==> src/rtl/idx_ea_pkg.sv <==
package idx_ea_pkg;
  parameter int unsigned AW    = 16;
  parameter int unsigned BW    = AW / 2;
  parameter int unsigned ACCW  = 8;
  parameter int unsigned STEPW = 3;
  parameter int unsigned SW5   = 5;
  parameter int unsigned SW9   = 9;

  typedef logic [AW-1:0] addr_t;

  typedef enum logic [3:0] {
    M_CONST5   = 4'd0,
    M_CONST9   = 4'd1,
    M_CONST16  = 4'd2,
    M_ACC_A    = 4'd3,
    M_ACC_B    = 4'd4,
    M_ACC_D    = 4'd5,
    M_PRE_INC  = 4'd6,
    M_PRE_DEC  = 4'd7,
    M_POST_INC = 4'd8,
    M_POST_DEC = 4'd9,
    M_IND_K    = 4'd10,
    M_IND_D    = 4'd11
  } idx_mode_e;

  typedef enum logic [1:0] {
    SEL_X  = 2'd0,
    SEL_Y  = 2'd1,
    SEL_SP = 2'd2,
    SEL_PC = 2'd3
  } base_sel_e;

  // sign-extend the low w bits of raw to the full address width
  function automatic addr_t f_sext(input addr_t raw, input int unsigned w);
    addr_t res;
    for (int i = 0; i < int'(AW); i++)
      res[i] = (i < int'(w)) ? raw[i] : raw[w-1];
    return res;
  endfunction

  // step code 0..7 encodes an adjustment of 1..8
  function automatic addr_t f_step(input logic [STEPW-1:0] code);
    return addr_t'(code) + addr_t'(1);
  endfunction

  function automatic addr_t f_zext(input logic [ACCW-1:0] v);
    return addr_t'(v);
  endfunction

  function automatic logic f_is_auto(input logic [3:0] m);
    return (m >= 4'd6) && (m <= 4'd9);
  endfunction
endpackage

==> src/rtl/idx_off_calc.sv <==
module idx_off_calc
  import idx_ea_pkg::*;
(
  input  logic [3:0]      mode,
  input  addr_t           offset,
  input  logic [ACCW-1:0] acc_a,
  input  logic [ACCW-1:0] acc_b,
  output addr_t           off_val,
  output addr_t           step,
  output logic            is_auto,
  output logic            is_pre,
  output logic            is_dec,
  output logic            is_ind,
  output logic            reserved
);
  idx_mode_e m;
  addr_t     acc_d;

  assign m     = idx_mode_e'(mode);
  assign acc_d = {acc_a, acc_b};
  assign step  = f_step(offset[STEPW-1:0]);

  always_comb begin
    off_val  = '0;
    is_auto  = 1'b0;
    is_pre   = 1'b0;
    is_dec   = 1'b0;
    is_ind   = 1'b0;
    reserved = 1'b0;
    case (m)
      M_CONST5:   off_val = f_sext(offset, SW5);
      M_CONST9:   off_val = f_sext(offset, SW9);
      M_CONST16:  off_val = offset;
      M_ACC_A:    off_val = f_zext(acc_a);
      M_ACC_B:    off_val = f_zext(acc_b);
      M_ACC_D:    off_val = acc_d;
      M_PRE_INC:  begin is_auto = 1'b1; is_pre = 1'b1; end
      M_PRE_DEC:  begin is_auto = 1'b1; is_pre = 1'b1; is_dec = 1'b1; end
      M_POST_INC: is_auto = 1'b1;
      M_POST_DEC: begin is_auto = 1'b1; is_dec = 1'b1; end
      M_IND_K:    begin off_val = offset; is_ind = 1'b1; end
      M_IND_D:    begin off_val = acc_d;  is_ind = 1'b1; end
      default:    reserved = 1'b1;
    endcase
  end
endmodule

==> src/rtl/idx_fetch_seq.sv <==
module idx_fetch_seq
  import idx_ea_pkg::*;
(
  input  logic          clk,
  input  logic          rst_n,
  input  logic          launch,
  input  addr_t         ptr_in,
  input  logic          mem_valid,
  input  logic [BW-1:0] mem_rdata,
  output logic          mem_req,
  output addr_t         mem_addr,
  output logic          idle,
  output logic          lo_phase,
  output logic          fin,
  output addr_t         word
);
  typedef enum logic [1:0] {S_IDLE, S_HI, S_LO} fst_e;

  fst_e          st_q;
  addr_t         ptr_q;
  logic [BW-1:0] hi_q;

  assign idle     = (st_q == S_IDLE);
  assign lo_phase = (st_q == S_LO);
  assign mem_req  = !idle;
  assign mem_addr = lo_phase ? (ptr_q + addr_t'(1)) : ptr_q;
  assign fin      = lo_phase && mem_valid;
  assign word     = {hi_q, mem_rdata};

  always_ff @(posedge clk) begin
    if (!rst_n) begin
      st_q  <= S_IDLE;
      ptr_q <= '0;
      hi_q  <= '0;
    end else begin
      case (st_q)
        S_IDLE: if (launch) begin
          ptr_q <= ptr_in;
          st_q  <= S_HI;
        end
        S_HI: if (mem_valid) begin
          hi_q <= mem_rdata;
          st_q <= S_LO;
        end
        S_LO: if (mem_valid) st_q <= S_IDLE;
        default: st_q <= S_IDLE;
      endcase
    end
  end
endmodule

==> src/rtl/idx_ea_gen.sv <==
module idx_ea_gen
  import idx_ea_pkg::*;
(
  input  logic             clk,
  input  logic             rst_n,
  input  logic             start,
  input  logic [3:0]       mode,
  input  logic [1:0]       base_sel,
  input  logic [AW-1:0]    reg_x,
  input  logic [AW-1:0]    reg_y,
  input  logic [AW-1:0]    reg_sp,
  input  logic [AW-1:0]    reg_pc,
  input  logic [AW-1:0]    offset,
  input  logic [ACCW-1:0]  acc_a,
  input  logic [ACCW-1:0]  acc_b,
  output logic             mem_req,
  output logic [AW-1:0]    mem_addr,
  input  logic             mem_valid,
  input  logic [BW-1:0]    mem_rdata,
  output logic             done,
  output logic [AW-1:0]    ea,
  output logic             wb_en,
  output logic [AW-1:0]    wb_value,
  output logic             illegal,
  output logic             indirect
);
  localparam int unsigned NBASE = 4;

  addr_t             base_bank [NBASE];
  addr_t             base_val;
  addr_t             off_val, step, adj_up, adj_dn, adj_val;
  addr_t             addr_calc, wb_calc, seq_word;
  logic              is_auto, is_pre, is_dec, is_ind, reserved;
  logic              illegal_calc, accept, seq_idle, seq_lo, seq_fin;

  addr_t             ea_q, wb_val_q;
  logic              done_q, wb_en_q, illegal_q, ind_done_q;

  assign base_bank[SEL_X]  = reg_x;
  assign base_bank[SEL_Y]  = reg_y;
  assign base_bank[SEL_SP] = reg_sp;
  assign base_bank[SEL_PC] = reg_pc;
  assign base_val          = base_bank[base_sel];

  idx_off_calc u_off (
    .mode(mode), .offset(offset), .acc_a(acc_a), .acc_b(acc_b),
    .off_val(off_val), .step(step), .is_auto(is_auto), .is_pre(is_pre),
    .is_dec(is_dec), .is_ind(is_ind), .reserved(reserved)
  );

  assign adj_up  = base_val + step;
  assign adj_dn  = base_val - step;
  assign adj_val = is_dec ? adj_dn : adj_up;

  always_comb begin
    if (is_auto) addr_calc = is_pre ? adj_val : base_val;
    else         addr_calc = base_val + off_val;
  end
  assign wb_calc = adj_val;

  assign illegal_calc = reserved || (is_auto && (base_sel == SEL_PC));
  assign accept       = start && seq_idle;

  idx_fetch_seq u_seq (
    .clk(clk), .rst_n(rst_n), .launch(accept && is_ind), .ptr_in(addr_calc),
    .mem_valid(mem_valid), .mem_rdata(mem_rdata), .mem_req(mem_req),
    .mem_addr(mem_addr), .idle(seq_idle), .lo_phase(seq_lo), .fin(seq_fin),
    .word(seq_word)
  );

  always_ff @(posedge clk) begin
    if (!rst_n) begin
      done_q     <= 1'b0;
      wb_en_q    <= 1'b0;
      illegal_q  <= 1'b0;
      ind_done_q <= 1'b0;
      ea_q       <= '0;
      wb_val_q   <= '0;
    end else begin
      done_q     <= 1'b0;
      wb_en_q    <= 1'b0;
      illegal_q  <= 1'b0;
      ind_done_q <= 1'b0;
      if (accept && !is_ind) begin
        done_q    <= 1'b1;
        ea_q      <= addr_calc;
        wb_en_q   <= is_auto && !illegal_calc;
        wb_val_q  <= wb_calc;
        illegal_q <= illegal_calc;
      end
      if (seq_fin) begin
        done_q     <= 1'b1;
        ea_q       <= seq_word;
        ind_done_q <= 1'b1;
      end
    end
  end

  assign done     = done_q;
  assign ea       = ea_q;
  assign wb_en    = wb_en_q;
  assign wb_value = wb_val_q;
  assign illegal  = illegal_q;
  assign indirect = !seq_idle || ind_done_q;
endmodule

==> config.mk <==
export PLATFORM = sky130hd
export DESIGN_NAME = idx_ea_gen
export DESIGN_NICKNAME = d
export VERILOG_FILES = /design/src/rtl/idx_ea_pkg.sv /design/src/rtl/idx_off_calc.sv /design/src/rtl/idx_fetch_seq.sv /design/src/rtl/idx_ea_gen.sv
export SDC_FILE = /design/constraint.sdc
export NUM_CORES = 1
export LEC_CHECK = 0
export CAP_MARGIN = 20
export CORE_MARGIN = 1
export CORE_UTILIZATION = 48
export DETAILED_ROUTE_END_ITERATION = 10
export HOLD_SLACK_MARGIN = 0.06
export PLACE_DENSITY = 0.85
export SLEW_MARGIN = 15
export SYNTH_ARGS = -nofsm -noshare
export SYNTH_HDL_FRONTEND = slang
export SYNTH_SLANG_ARGS = --single-unit
==> constraint.sdc <==
create_clock -name clk -period 5 [get_ports clk]
set_input_delay 0.75 -clock clk [delete_from_list [all_inputs] [get_ports clk]]
set_output_delay 0.75 -clock clk [all_outputs]
set_load 0.01 [all_outputs]
After elaboration in Yosys (flattened, before gate mapping)
Cells that the tools add are included.
{ "word_totals": {"regBits": 62, "in_bits": 114} }
{ "op_classes": {"add_sub_neg": 5, "magnitude_cmp": 1, "n_eq_ne": 17, "n_mux": 22, "bitwise_logic": 1, "reduce_logical": 25} }
{ "op_table": {"columns": ["operator", "n"], "rows": [
  ["16-bit two-way mux", 8],
  ["16-bit one-hot mux with 6 select lines", 1],
  ["16-bit adder", 2],
  ["16-bit binary-select mux with 2-bit select", 1],
  ["16-bit by 1-bit adder with 16-bit output (second input constant)", 1],
  ["4-bit by 3-bit equality test with 1-bit output (second input constant)", 4],
  ["4-bit equality test (second input constant)", 4],
  ["16-bit subtractor", 1],
  ["12-bit OR reduction", 1],
  ["2-bit OR reduction", 5],
  ["4-bit by 2-bit equality test with 1-bit output (second input constant)", 2],
  ["1-bit two-way mux", 8],
  ["1-bit logical AND", 6],
  ["2-bit two-way mux", 3],
  ["2-bit one-hot mux with 3 select lines", 1],
  ["2-bit AND reduction", 3],
  ["3-bit by 1-bit adder with 4-bit output (second input constant)", 1],
  ["2-bit equality test (second input constant)", 2],
  ["4-bit by 1-bit equality test with 1-bit output (second input constant)", 1],
  ["4-bit zero test", 1],
  ["2-bit != test (second input constant)", 2],
  ["4-bit OR reduction", 1],
  ["3-bit >= comparator (second input constant)", 1],
  ["1-bit zero test", 3],
  ["7 further kinds", 8]
]} }

Depth between registers and ports, before layout
Gate-level depths: netlist of the first run.
{ "logic_depth": {"ltp_word": 10, "depth_mapped": 17, "mapped_depth_nobuf": 15} }

Modules after synthesis
From an unflattened synthesis of the first run, not the netlist that was laid out.
{ "hier_totals": {"hier_cells": 741, "area_unflattened_um2": 6013.3} }
{ "by_module_without_submodules": {"columns": ["module", "n_inst", "cells_per_inst", "area_each_um2", "seq_area_each_um2"], "rows": [
  ["idx_ea_gen", 1, 494, 4043.9, 720.7],
  ["idx_fetch_seq", 1, 171, 1382.6, 520.5],
  ["idx_off_calc", 1, 76, 586.8, 0.0]
]} }

Worst setup path after synthesis of the first run
No wires, ideal clock.
{ "synth_path": {"path_kind": "input -> register", "startpoint": "input mode[3]", "endpoint": "register ea_q[9], in the netlist ea[9]", "arrival_ps": 3591, "slack_ps": 1277, "stages": 16, "n_path_buf": 2, "path_cell_list": "buf_2 > nor2b_1 > nand2_1 > nand2_1 > clkbuf_1 > nand2_1 > nor2_1 > xor2_1 > ha_1 > a21oi_1 > a2111oi_0 > nor2_1 > and3_1 > o21a_1 > o31ai_1 > a21oi_1"} }
{ "synth_via": {"elab_chain_cells": 8, "word_cells_on_any_way": 32, "classes_between": "add/sub: 1; eq/ne: 11; mux: 10; reduce/logical: 10"} }
{ "synth_rtl": {"columns": ["item", "line_no", "source"], "rows": [
  ["from (decl)", "idx_ea_gen.sv:7", "input logic [3:0] mode,"],
  ["branches (longest 8 deep; another with 16-bit adder)", null, null],
  ["to (signal assigned)", "idx_ea_gen.sv:86", "ea_q <= addr_calc;"],
  ["to (signal assigned)", "idx_ea_gen.sv:93", "ea_q <= seq_word;"],
  ["to (decl)", "idx_ea_gen.sv:36", "addr_t ea_q, wb_val_q;"]
]} }
Several ways; the timed one is not identified. The select of a mux whose other input is x is not followed.
A chain may end at the register's enable or synchronous reset.

Final worst setup path of the first run
{ "layout_path": {"startpoint": "input mode[0]", "endpoint": "register ea_q[15], in the netlist ea[15]"} }
Same word-level chain as after synthesis.

==> impl_metrics.tcl, run 1 <==
set metrics [dict create \
    post-place-cells 934 \
    synth_async_sr_flop_share 0 \
    synth_seq_cells 62 \
    die_y_um 107 \
    synthTopCellsByCount "77 x nand2_1, 62 x a21oi_1, 62 x dfxtp_1" \
    clock-sinks 62 \
    grt_overflow 0 \
    slew_headroom 0.396 \
    drv_cap 0 \
    cts_buffer_depth 2 \
    arrival_ns 4.89 \
    crit_type "input port to register" \
    nNetsFinal 958 \
    post_drt_wl_per_cell_um 20.1 \
    hold_class "register to register" \
    crit_path_max_fanout 13 \
    antenna_left 0 \
    leakage_nw 2.87 \
    post_cts_resized 0 \
    worst_slew_pin_slew_ns 0.898 \
    period_share 0.922 \
    diodes 0 \
    clkLatencyLatePin_ns 0.34 \
    max_freq_mhz 217 \
    crit_end "ea[15]$_SDFFE_PN0P_" \
    ir_drop_v 0.000182 \
    rsz0062_at_grt "no" \
    avgSynthCellArea_sq_um 8.03 \
    end_kind "register" \
    r2r_slack_ns 2.49 \
    clock-root-buffer "clkbuf_8" \
    cp.required_ns 5.28 \
    netlist_top_cells_area "dfxtp_1 24%, ha_1 7.9%, mux4_2 6.9%" \
    finClkSkew_ns 0.00274 \
    cts_made_buffers 9 \
    finalHoldViolCount 0 \
    slew_violations 0 \
    clk_pin_slew_ns 0.06 \
    vias 5851 \
    ctsHoldBuffers 0 \
    syn_to_final_growth_pct 37.6 \
    period_minus_slack_ns 4.61 \
    final_cells 949 \
    ff2ff_path_depth 7 \
    reg2reg_from "u_seq.st_q[1]$_SDFFE_PN0P_" \
    synth_ff_type "dfxtp_1" \
    worst_setup_path_start_kind "input port" \
    synth_edf_count 0 \
    ys_warn_count 0 \
    status "complete, no violations" \
    synth_cell_types 69 \
    htree_levels 3 \
    total_power_mw 1.82 \
    p_per_area_nw_per_um2 252 \
    grt_pass1_vias 5576 \
    cts_tree "yes" \
    grt_max_degree 42 \
    layout-drive-gt1-share 0.0689 \
    synth_seq_area_share 0.237 \
    start_util 0.501 \
    place_congestion 0.946 \
    fp.dieArea_sq_um 11300 \
    dp_hpwl_mm 15.5 \
    yosysMostFrequentCell "nand2_1" \
    die_x_um 107 \
    timing.rr.end "ea[11]$_SDFFE_PN0P_" \
    cts_setup_buffers 0 \
    synth_area_leader_cell "dfxtp_1" \
    setup_viol 0 \
    coreArea_sq_um 10500 \
    fillers 859 \
    dr.pass1.iters 5 \
    syn_area_sq_um 5250 \
    drcViolationCount 0 \
    track_usage 0.339 \
    synth_cells 653 \
    grt_pass1_wl_mm 29.4 \
    portBuffers 166 \
    rows 37 \
    first_iter_violations 520 \
    avgViaCountPerCell 6.17 \
    worstSetupStartpoint "mode[0]" \
    ios 167 \
    synth_top_area_frac 0.237 \
    wl_mm 19.1 \
    antenna_found_initial 0 \
    utilization 0.690 \
    synth_nets 802 \
]
## worst max-delay path, stage by stage
cell,delay [ns]
clkdlybuf4s50_1,0.68
and2_4,0.30
nand2_1,0.06
nand2_1,0.17
a222oi_1,0.47
inv_1,0.10
ha_1,0.32
a211oi_2,0.42
nor3_1,0.15
o21ai_0,0.27
nand2_1,0.14
a311oi_2,0.38
mux2i_1,0.43
a32o_1,0.23
## cells in the final DEF, fill, tap and decap left out, drive strengths merged, types with 3 or more instances in the layout
cell type	n
a222oi	5
a22oi	16
nand4	7
inv	15
or3b	3
a22o	3
clkbuf	14
nand3	17
nand2b	5
a21o	6
o21a	7
or3	3
xor2	19
o21ai	48
a31oi	6
and2	10
a221oi	4
a211oi	10
and3	10
o22ai	4
nor2	55
a221o	10
mux4	16
a21oi	62
xnor2	19
ha	33
o31a	3
dfxtp	62
nor3	13
o211ai	4
nand2	77
clkdlybuf4s50	166
buf	15
nor2b	11
nand3b	3
mux2i	17
## per-stage QoR
step,hold WS (ns),worst slack [ns],setup TNS (ns),cell area (sq um)
after global placement,0.440,-0.0626,-0.0626,7030
after detailed placement,0.451,-0.122,-0.122,7030
after floorplan,0.462,1.28,0,5250
after global routing,0.487,0.122,0,7220
final,0.460,0.391,0,7220
after CTS,0.460,0.231,0,7210
## power breakdown
| group | internal, mW | switching [mW] |
|---|---|---|
| Clock | 0.242 | 0.179 |
| Sequential | 0.535 | 0.0274 |
| Combinational | 0.387 | 0.450 |
| Total | 1.16 | 0.656 |
## worst min-delay path by stage
| stage | from | end | slack (ns) | cells past startpoint |
|---|---|---|---|---|
| after floorplan | u_seq.ptr_q[15]$_SDFFE_PN0P_ | u_seq.ptr_q[15]$_SDFFE_PN0P_ | 0.46 | 2 |
| final | wb_value[3]$_SDFFE_PN0P_ | wb_value[3]$_SDFFE_PN0P_ | 0.46 | 2 |
| after CTS | wb_value[6]$_SDFFE_PN0P_ | wb_value[6]$_SDFFE_PN0P_ | 0.46 | 2 |
| after global placement | wb_value[9]$_SDFFE_PN0P_ | wb_value[9]$_SDFFE_PN0P_ | 0.44 | 2 |
| after global routing | wb_value[14]$_SDFFE_PN0P_ | wb_value[14]$_SDFFE_PN0P_ | 0.49 | 2 |
| after detailed placement | wb_value[6]$_SDFFE_PN0P_ | wb_value[6]$_SDFFE_PN0P_ | 0.45 | 2 |
## layer usage
layer  track usage  up-vias  wire length [um]
met5             0        -                 0
met4         0.140        0               718
met3        0.0546       45              1430
met2         0.578      303              9000
met1         0.424     2749              7930
li1              -     2754                 -
## cells by family (layout without fill, tap and decap cells)
group	count (synthesis)	count (layout)	synth area share
xor+xnor	38	38	0.0670
flops	62	62	0.237
fa+ha+maj	35	35	0.0864
buf+inv	52	212	0.0422
compound gates	211	211	0.266
simple gates	220	220	0.196
mux	35	35	0.106
## registers in the layout, summed over array words and instances, names as in the netlist
name         cells
wb_en            1
ind_done_q       1
done             1
ea              16
u_seq.st_q       2
u_seq.ptr_q     16
u_seq.hi_q       8
illegal          1
wb_value        16
## layout make-up
class                   count  area [sq um]  share of cell area
clock buffers              14           153              0.0211
clock inverters             1          30.0             0.00416
inverters                  16          60.1             0.00832
multi-input cells         539          3790               0.525
flip-flops and latches     62          1240               0.172
well taps                 136           170              0.0236
repair buffers            181          1770               0.246
No activity file was read; power rests on OpenSTA's default activity.
==> inputs of run 2 (changes only) <==
--- a/config.mk
+++ b/config.mk
@@ -10,6 +10,7 @@
 export CORE_UTILIZATION = 48
 export DETAILED_ROUTE_END_ITERATION = 10
 export HOLD_SLACK_MARGIN = 0.06
+export MAX_ROUTING_LAYER = met4
 export PLACE_DENSITY = 0.85
 export SLEW_MARGIN = 15
 export SYNTH_ARGS = -nofsm -noshare
==> run 2 against run 1 <==
  * Clock skew rose by 0.0060 ns
  * Register-to-register slack worse by 0.04 ns
  * Cell area is 0.12% higher
  * Critical path depth unchanged
  * Power rose by 1.1%
  * Combinational power hardly changed
  * Fmax rose by 2.2%
  * Sequential cell count unchanged
  * Sequential power about the same
  * Clock-buffer cell count shrank 5
  * Critical endpoint unchanged
  * Largest power group unchanged
==> impl_metrics.tcl, run 2 (synthesis results as in run 1) <==
set metrics [dict create \
    vias 5829 \
    worstSetupStartpoint "mode[2]" \
    slew_violations 0 \
    rows 37 \
    clkLatencyLatePin_ns 0.34 \
    fin_setup_tns_ns 0 \
    clock-sinks 62 \
    pwr-share-comb 0.456 \
    drv_cap 0 \
    grt_pass1_vias 5646 \
    cts_tree "yes" \
    ir_drop_v 0.000200 \
    hold_class "register to register" \
    layout.cells.most_common "clkdlybuf4s50_1" \
    wl_mm 18.9 \
    finClkSkew_ns 0.00874 \
    grt_pass1_wl_mm 29.4 \
    p_per_area_nw_per_um2 255 \
    avgViaCountPerCell 6.14 \
    htree_levels 3 \
    setup_viol 0 \
    grt_overflow 0 \
    intPower_mw 1.15 \
    leakage_nw 2.87 \
    period_minus_slack_ns 4.51 \
    die_x_um 107 \
    worstPathCellList "clkdlybuf4s50_1, nor2b_1, nand2_1, nand2_1, a222oi_1, inv_1, ha_1, a211oi_1, nor3_1, o21ai_0, nand2_1, a311oi_2, mux2i_1, a32o_1" \
    layout-drive-gt1-share 0.0737 \
    reg2reg_from "u_seq.st_q[1]$_SDFFE_PN0P_" \
    rsz0062_at_grt "no" \
    dp_hpwl_mm 15.5 \
    crit_type "input port to register" \
    first_iter_violations 437 \
    critical_path.top_delay_family "compound AO/OA/AOI/OAI gates" \
    r2r_slack_ns 2.45 \
    worst_slew_pin_slew_ns 0.970 \
    coreArea_sq_um 10500 \
    timing.rr.end "ea[13]$_SDFFE_PN0P_" \
    cts_buffer_depth 2 \
    fp.dieArea_sq_um 11300 \
    start_util 0.501 \
    max_freq_mhz 222 \
    syn_to_final_growth_pct 37.8 \
    drcViolationCount 0 \
    fin_hold_ws_ns 0.461 \
    end_kind "register" \
    clock-root-buffer "clkbuf_8" \
    antenna_left 0 \
    grt_max_degree 42 \
    clk_pin_slew_ns 0.07 \
    critical_path_depth 14 \
    switchingPower_mw 0.686 \
    cp.required_ns 5.28 \
    nNetsFinal 958 \
    antenna_found_initial 0 \
    post_drt_wl_per_cell_um 19.9 \
    place_congestion 0.977 \
    crit_end "ea[15]$_SDFFE_PN0P_" \
    crit_path_top_delay_cell "clkdlybuf4s50_1" \
    cts_made_buffers 9 \
    utilization 0.691 \
    portBuffers 166 \
    dr.pass1.iters 4 \
    clock_power_share 0.239 \
    swShare 0.373 \
    post_cts_resized 0 \
    p_seq_frac 0.305 \
    die_y_um 107 \
    arrival_ns 4.79 \
    slew_headroom 0.347 \
    worst_setup_path_start_kind "input port" \
    diodes 0 \
    ctsHoldBuffers 0 \
    crit_buf_inv 2 \
    crit_path_max_fanout 10 \
    cpMostUsedCell "nand2_1" \
    finalHoldViolCount 0 \
    ff2ff_path_depth 7 \
    final_cell_mix "166 x clkdlybuf4s50_1, 77 x nand2_1, 62 x a21oi_1, 62 x dfxtp_1, 54 x nor2_1" \
    ios 167 \
    track_usage 0.346 \
    max_stage_delay_ns 0.65 \
    status "complete, no violations" \
    cts_setup_buffers 0 \
    period_share 0.902 \
]
## run 2: changes by cell type in the layout (fill, tap and decap cells not counted)
cell        before  now
clkinv_4         0    1
clkbuf_8        10    9
clkinv_2         0    2
a211oi_2         1    0
a211oi_1         9   10
inv_6            0    1
clkbuf_1         4    0
clkinvlp_4       0    2
## run 2: power by group through the flow
stage	sequential [mW]	clock, mW	combinational [mW]
2_1_floorplan	0.583	0	0.466
3_3_place_gp	0.568	0	0.813
3_5_place_dp	0.571	0	0.823
4_1_cts	0.560	0.437	0.827
5_1_grt	0.564	0.469	0.901
6_report	0.561	0.440	0.839
## run 2: worst register-to-register path, stage by stage (launching register included)
cell	delay [ns]
dfxtp_1	0.38
nor2b_1	0.51
and2_1	0.65
nor2_1	0.09
buf_4	0.22
a22oi_1	0.26
and3_1	0.21
a221oi_1	0.08
## run 2: area by class of cell
class                           instances  area [sq um]
Clock buffer                            9           124
Clock inverter                          7          72.6
Tap cell                              136           170
Fill cell                             860          3240
Multi-Input combinational cell        539          3780
Inverter                               16          60.1
Sequential cell                        62          1240
Timing Repair Buffer                  181          1770
## run 2: stage by stage
| stage | area, sq um | power (mW) | cells | setup slack [ns] |
|---|---|---|---|---|
| floorplan | 5250 | 1.05 | 653 | 1.28 |
| global placement | 7030 | 1.38 | 934 | 0.245 |
| detailed placement | 7030 | 1.39 | 934 | 0.197 |
| CTS | 7220 | 1.82 | 950 | 0.532 |
| global route | 7230 | 1.93 | 950 | 0.177 |
| finish | 7230 | 1.84 | 950 | 0.491 |
## run 2: per-layer routing
layer | vias up | GRT usage | wire (um)
met5 | - | - | 0
li1 | 2754 | - | -
met3 | 49 | 0.0533 | 1380
met2 | 296 | 0.570 | 9010
met1 | 2730 | 0.420 | 7820
met4 | 0 | 0.153 | 708
## run 2: how the worst min path moves through the flow
stage	start	to	slack (ns)	depth (start not counted)
5_1_grt	wb_value[13]$_SDFFE_PN0P_	wb_value[13]$_SDFFE_PN0P_	0.48	2
3_3_place_gp	wb_value[9]$_SDFFE_PN0P_	wb_value[9]$_SDFFE_PN0P_	0.44	2
6_report	wb_value[1]$_SDFFE_PN0P_	wb_value[1]$_SDFFE_PN0P_	0.46	2
4_1_cts	wb_value[1]$_SDFFE_PN0P_	wb_value[1]$_SDFFE_PN0P_	0.46	2
2_1_floorplan	u_seq.ptr_q[15]$_SDFFE_PN0P_	u_seq.ptr_q[15]$_SDFFE_PN0P_	0.46	2
3_5_place_dp	wb_value[9]$_SDFFE_PN0P_	wb_value[9]$_SDFFE_PN0P_	0.45	2
==> inputs of run 3 (changes only) <==
--- a/config.mk
+++ b/config.mk
@@ -6,13 +6,15 @@
 export NUM_CORES = 1
 export LEC_CHECK = 0
 export CAP_MARGIN = 20
+export CORE_ASPECT_RATIO = 1.25
 export CORE_MARGIN = 1
-export CORE_UTILIZATION = 48
+export CORE_UTILIZATION = 50
 export DETAILED_ROUTE_END_ITERATION = 10
 export HOLD_SLACK_MARGIN = 0.06
 export MAX_ROUTING_LAYER = met4
-export PLACE_DENSITY = 0.85
+export PLACE_DENSITY = 0.81
 export SLEW_MARGIN = 15
 export SYNTH_ARGS = -nofsm -noshare
 export SYNTH_HDL_FRONTEND = slang
+export SYNTH_HIERARCHICAL = 1
 export SYNTH_SLANG_ARGS = --single-unit
==> run 3 against run 2 <==
  * Routed wire length grew 6.7%
  * Area after synthesis grew 15%
  * Clock power grew 60%
  * Synthesized cell count grew 13%
  * Critical path depth grew 3
  * Fmax shrank 0.43%
  * Power grew 20%
  * Sequential share of layout area shrank 1.8 points
  * Clock skew shrank 0.0021 ns
  * Largest cell class unchanged
==> impl_metrics.tcl, run 3 <==
set metrics [dict create \
    status "complete, no violations" \
    grt_overflow 0 \
    coreArea_sq_um 11700 \
    period_minus_slack_ns 4.53 \
    synth_ff_type "dfxtp_1" \
    hold_depth 2 \
    reg2reg_from "u_seq/st_q[1]$_SDFFE_PN0P_" \
    finClkSkew_ns 0.00669 \
    timing.rr.end "ea[7]$_SDFFE_PN0P_" \
    synth_seq_cells 62 \
    ir_drop_v 0.000145 \
    cp.required_ns 5.21 \
    die_x_um 100 \
    grt_max_degree 35 \
    drv_cap 0 \
    switchingPower_mw 0.780 \
    final_cell_mix "166 x clkdlybuf4s50_1, 112 x nand2_1, 62 x dfxtp_1, 43 x nor2_1, 39 x a21oi_1" \
    ctsHoldBuffers 0 \
    clkLatencyLatePin_ns 0.34 \
    crit_path_max_fanout 4 \
    leakage_nw 3.24 \
    p_per_area_nw_per_um2 274 \
    min_to "wb_value[15]$_SDFFE_PN0P_" \
    end_kind "register" \
    synth_cells 741 \
    fp.dieArea_sq_um 12500 \
    ys_warn_count 6 \
    antenna_left 0 \
    pwr-share-comb 0.427 \
    clk_pin_slew_ns 0.06 \
    r2r_slack_ns 2.79 \
    yosysMostFrequentCell "nand2_1" \
    dr_wl_met2_mm 10.5 \
    vias 6218 \
    crit_type "input port to register" \
    track_usage 0.337 \
    intPower_mw 1.43 \
    clock-sinks 62 \
    netlist_top_cells_area "dfxtp_1 21%, nand2_1 7.0%, ha_1 6.9%" \
    cts_made_buffers 9 \
    syn_area_sq_um 6010 \
    synth_edf_count 0 \
    setup_viol 0 \
    swShare 0.353 \
    die_y_um 125 \
    synth_cell_types 87 \
    worst_setup_path_start_kind "input port" \
    worst_slew_pin_slew_ns 0.883 \
    antenna_found_initial 0 \
    grt_pass1_vias 6183 \
    slew_headroom 0.409 \
    clock-root-buffer "clkbuf_16" \
    period_share 0.906 \
    finalHoldViolCount 0 \
    syn_to_final_growth_pct 34.0 \
    dr.pass1.iters 5 \
    portBuffers 166 \
    post_drt_wl_per_cell_um 19.1 \
    top_layer "met4" \
    synth_async_sr_flop_share 0 \
    synth_top_area_frac 0.206 \
    clock_power_share 0.318 \
    fin_hold_ws_ns 0.455 \
    utilization 0.690 \
    p_seq_frac 0.255 \
    ff2ff_path_depth 6 \
    start_util 0.515 \
    nNetsFinal 1040 \
    avgSynthCellArea_sq_um 8.12 \
    rsz0062_at_grt "no" \
    slew_violations 0 \
    hp-start "wb_value[15]$_SDFFE_PN0P_" \
    worstSetupStartpoint "offset[0]" \
    synthTopCellsByCount "112 x nand2_1, 62 x dfxtp_1, 43 x nor2_1" \
    cts_buffer_depth 2 \
    wl_mm 20.2 \
    layout-drive-gt1-share 0.0915 \
    layout.cells.most_common "clkdlybuf4s50_1" \
    synth_seq_area_share 0.206 \
    final_cells 1057 \
    place_congestion 1.03 \
    diodes 0 \
    grt_pass1_wl_mm 31.7 \
    arrival_ns 4.74 \
    drt-met1-wl_mm 8.07 \
    hold_class "register to register" \
    drcViolationCount 0 \
    post_cts_resized 0 \
    fin_setup_tns_ns 0 \
    cts_setup_buffers 0 \
    synth_area_leader_cell "dfxtp_1" \
    first_iter_violations 425 \
    ios 167 \
    rows 44 \
    htree_levels 3 \
    cts_tree "yes" \
    max_freq_mhz 221 \
    avgViaCountPerCell 5.88 \
    met3_length_um 983 \
    dp_hpwl_mm 16.3 \
    post-place-cells 1041 \
]
-- run 3: cell count changes after synthesis, sizes merged, moves of 10 or more --
cell,delta
a21boi,+35
a21oi,-22
a22oi,-16
and3,+11
buf,+24
inv,+10
nand2,+35
nor2,-10
o21ai,-22
xnor2,+15
-- run 3: logic make-up (layout without fill, tap and decap cells) --
| logic type | count (synthesis) | count (layout) | share of synthesized area |
|---|---|---|---|
| simple gates | 281 | 281 | 0.239 |
| compound gates | 199 | 199 | 0.244 |
| buf+inv | 81 | 225 | 0.0703 |
| flops | 62 | 62 | 0.206 |
| xor+xnor | 51 | 51 | 0.0755 |
| fa+ha+maj | 35 | 35 | 0.0753 |
| mux | 31 | 31 | 0.0895 |
| other cells | 1 | 12 | 0.000624 |
-- run 3: how the worst max path moves through the flow --
stage	endpoint	slack, ns
final	ea[11]$_SDFFE_PN0P_	0.47
after global routing	ea[11]$_SDFFE_PN0P_	0.25
after CTS	u_seq/ptr_q[14]$_SDFFE_PN0P_	0.57
after detailed placement	ea[11]$_SDFFE_PN0P_	0.23
after global placement	u_seq/ptr_q[14]$_SDFFE_PN0P_	0.33
after floorplan	ea[11]$_SDFFE_PN0P_	0.73
-- run 3: critical path, stage by stage --
cell	delay [ns]
clkdlybuf4s50_1	0.48
ha_1	0.38
inv_1	0.08
ha_1	0.16
nand2b_1	0.09
or2_2	0.33
nor2b_1	0.15
xnor2_1	0.14
ha_1	0.29
a211oi_1	0.29
nand2_1	0.09
o21a_1	0.19
a41o_1	0.31
xnor2_1	0.19
mux2_2	0.32
a2111oi_2	0.42
nor4b_1	0.10
-- run 3: metal layers --
metal,vias up,global-route usage
li1,2979,-
met1,2942,0.382
met2,261,0.604
met3,36,0.0398
met4,0,0.121
met5,-,-
-- run 3: layout make-up --
class | instances | area [sq um]
clock buffer | 9 | 225
timing repair buffer | 184 | 1800
fill | 974 | 3610
tap | 161 | 201
inverter | 25 | 93.8
sequential | 62 | 1240
multi-input combinational | 609 | 4400
clock inverter | 7 | 103
-- run 3: power groups by stage --
stage                     registers, mW  logic, mW  clock network (mW)
final                             0.564      0.945               0.702
after global routing              0.570       1.01               0.733
after CTS                         0.564      0.929               0.707
after detailed placement          0.575      0.922                   0
after global placement            0.573      0.911                   0
after floorplan                   0.588      0.564                   0
-- run 3: stage by stage --
stage               worst slack, ns  instance area [sq um]  power, mW
finish                        0.472                   8060       2.21
detailed placement            0.231                   7730       1.50
CTS                           0.566                   8060       2.20
global route                  0.248                   8060       2.31
floorplan                     0.727                   6050       1.15
global placement              0.325                   7730       1.48
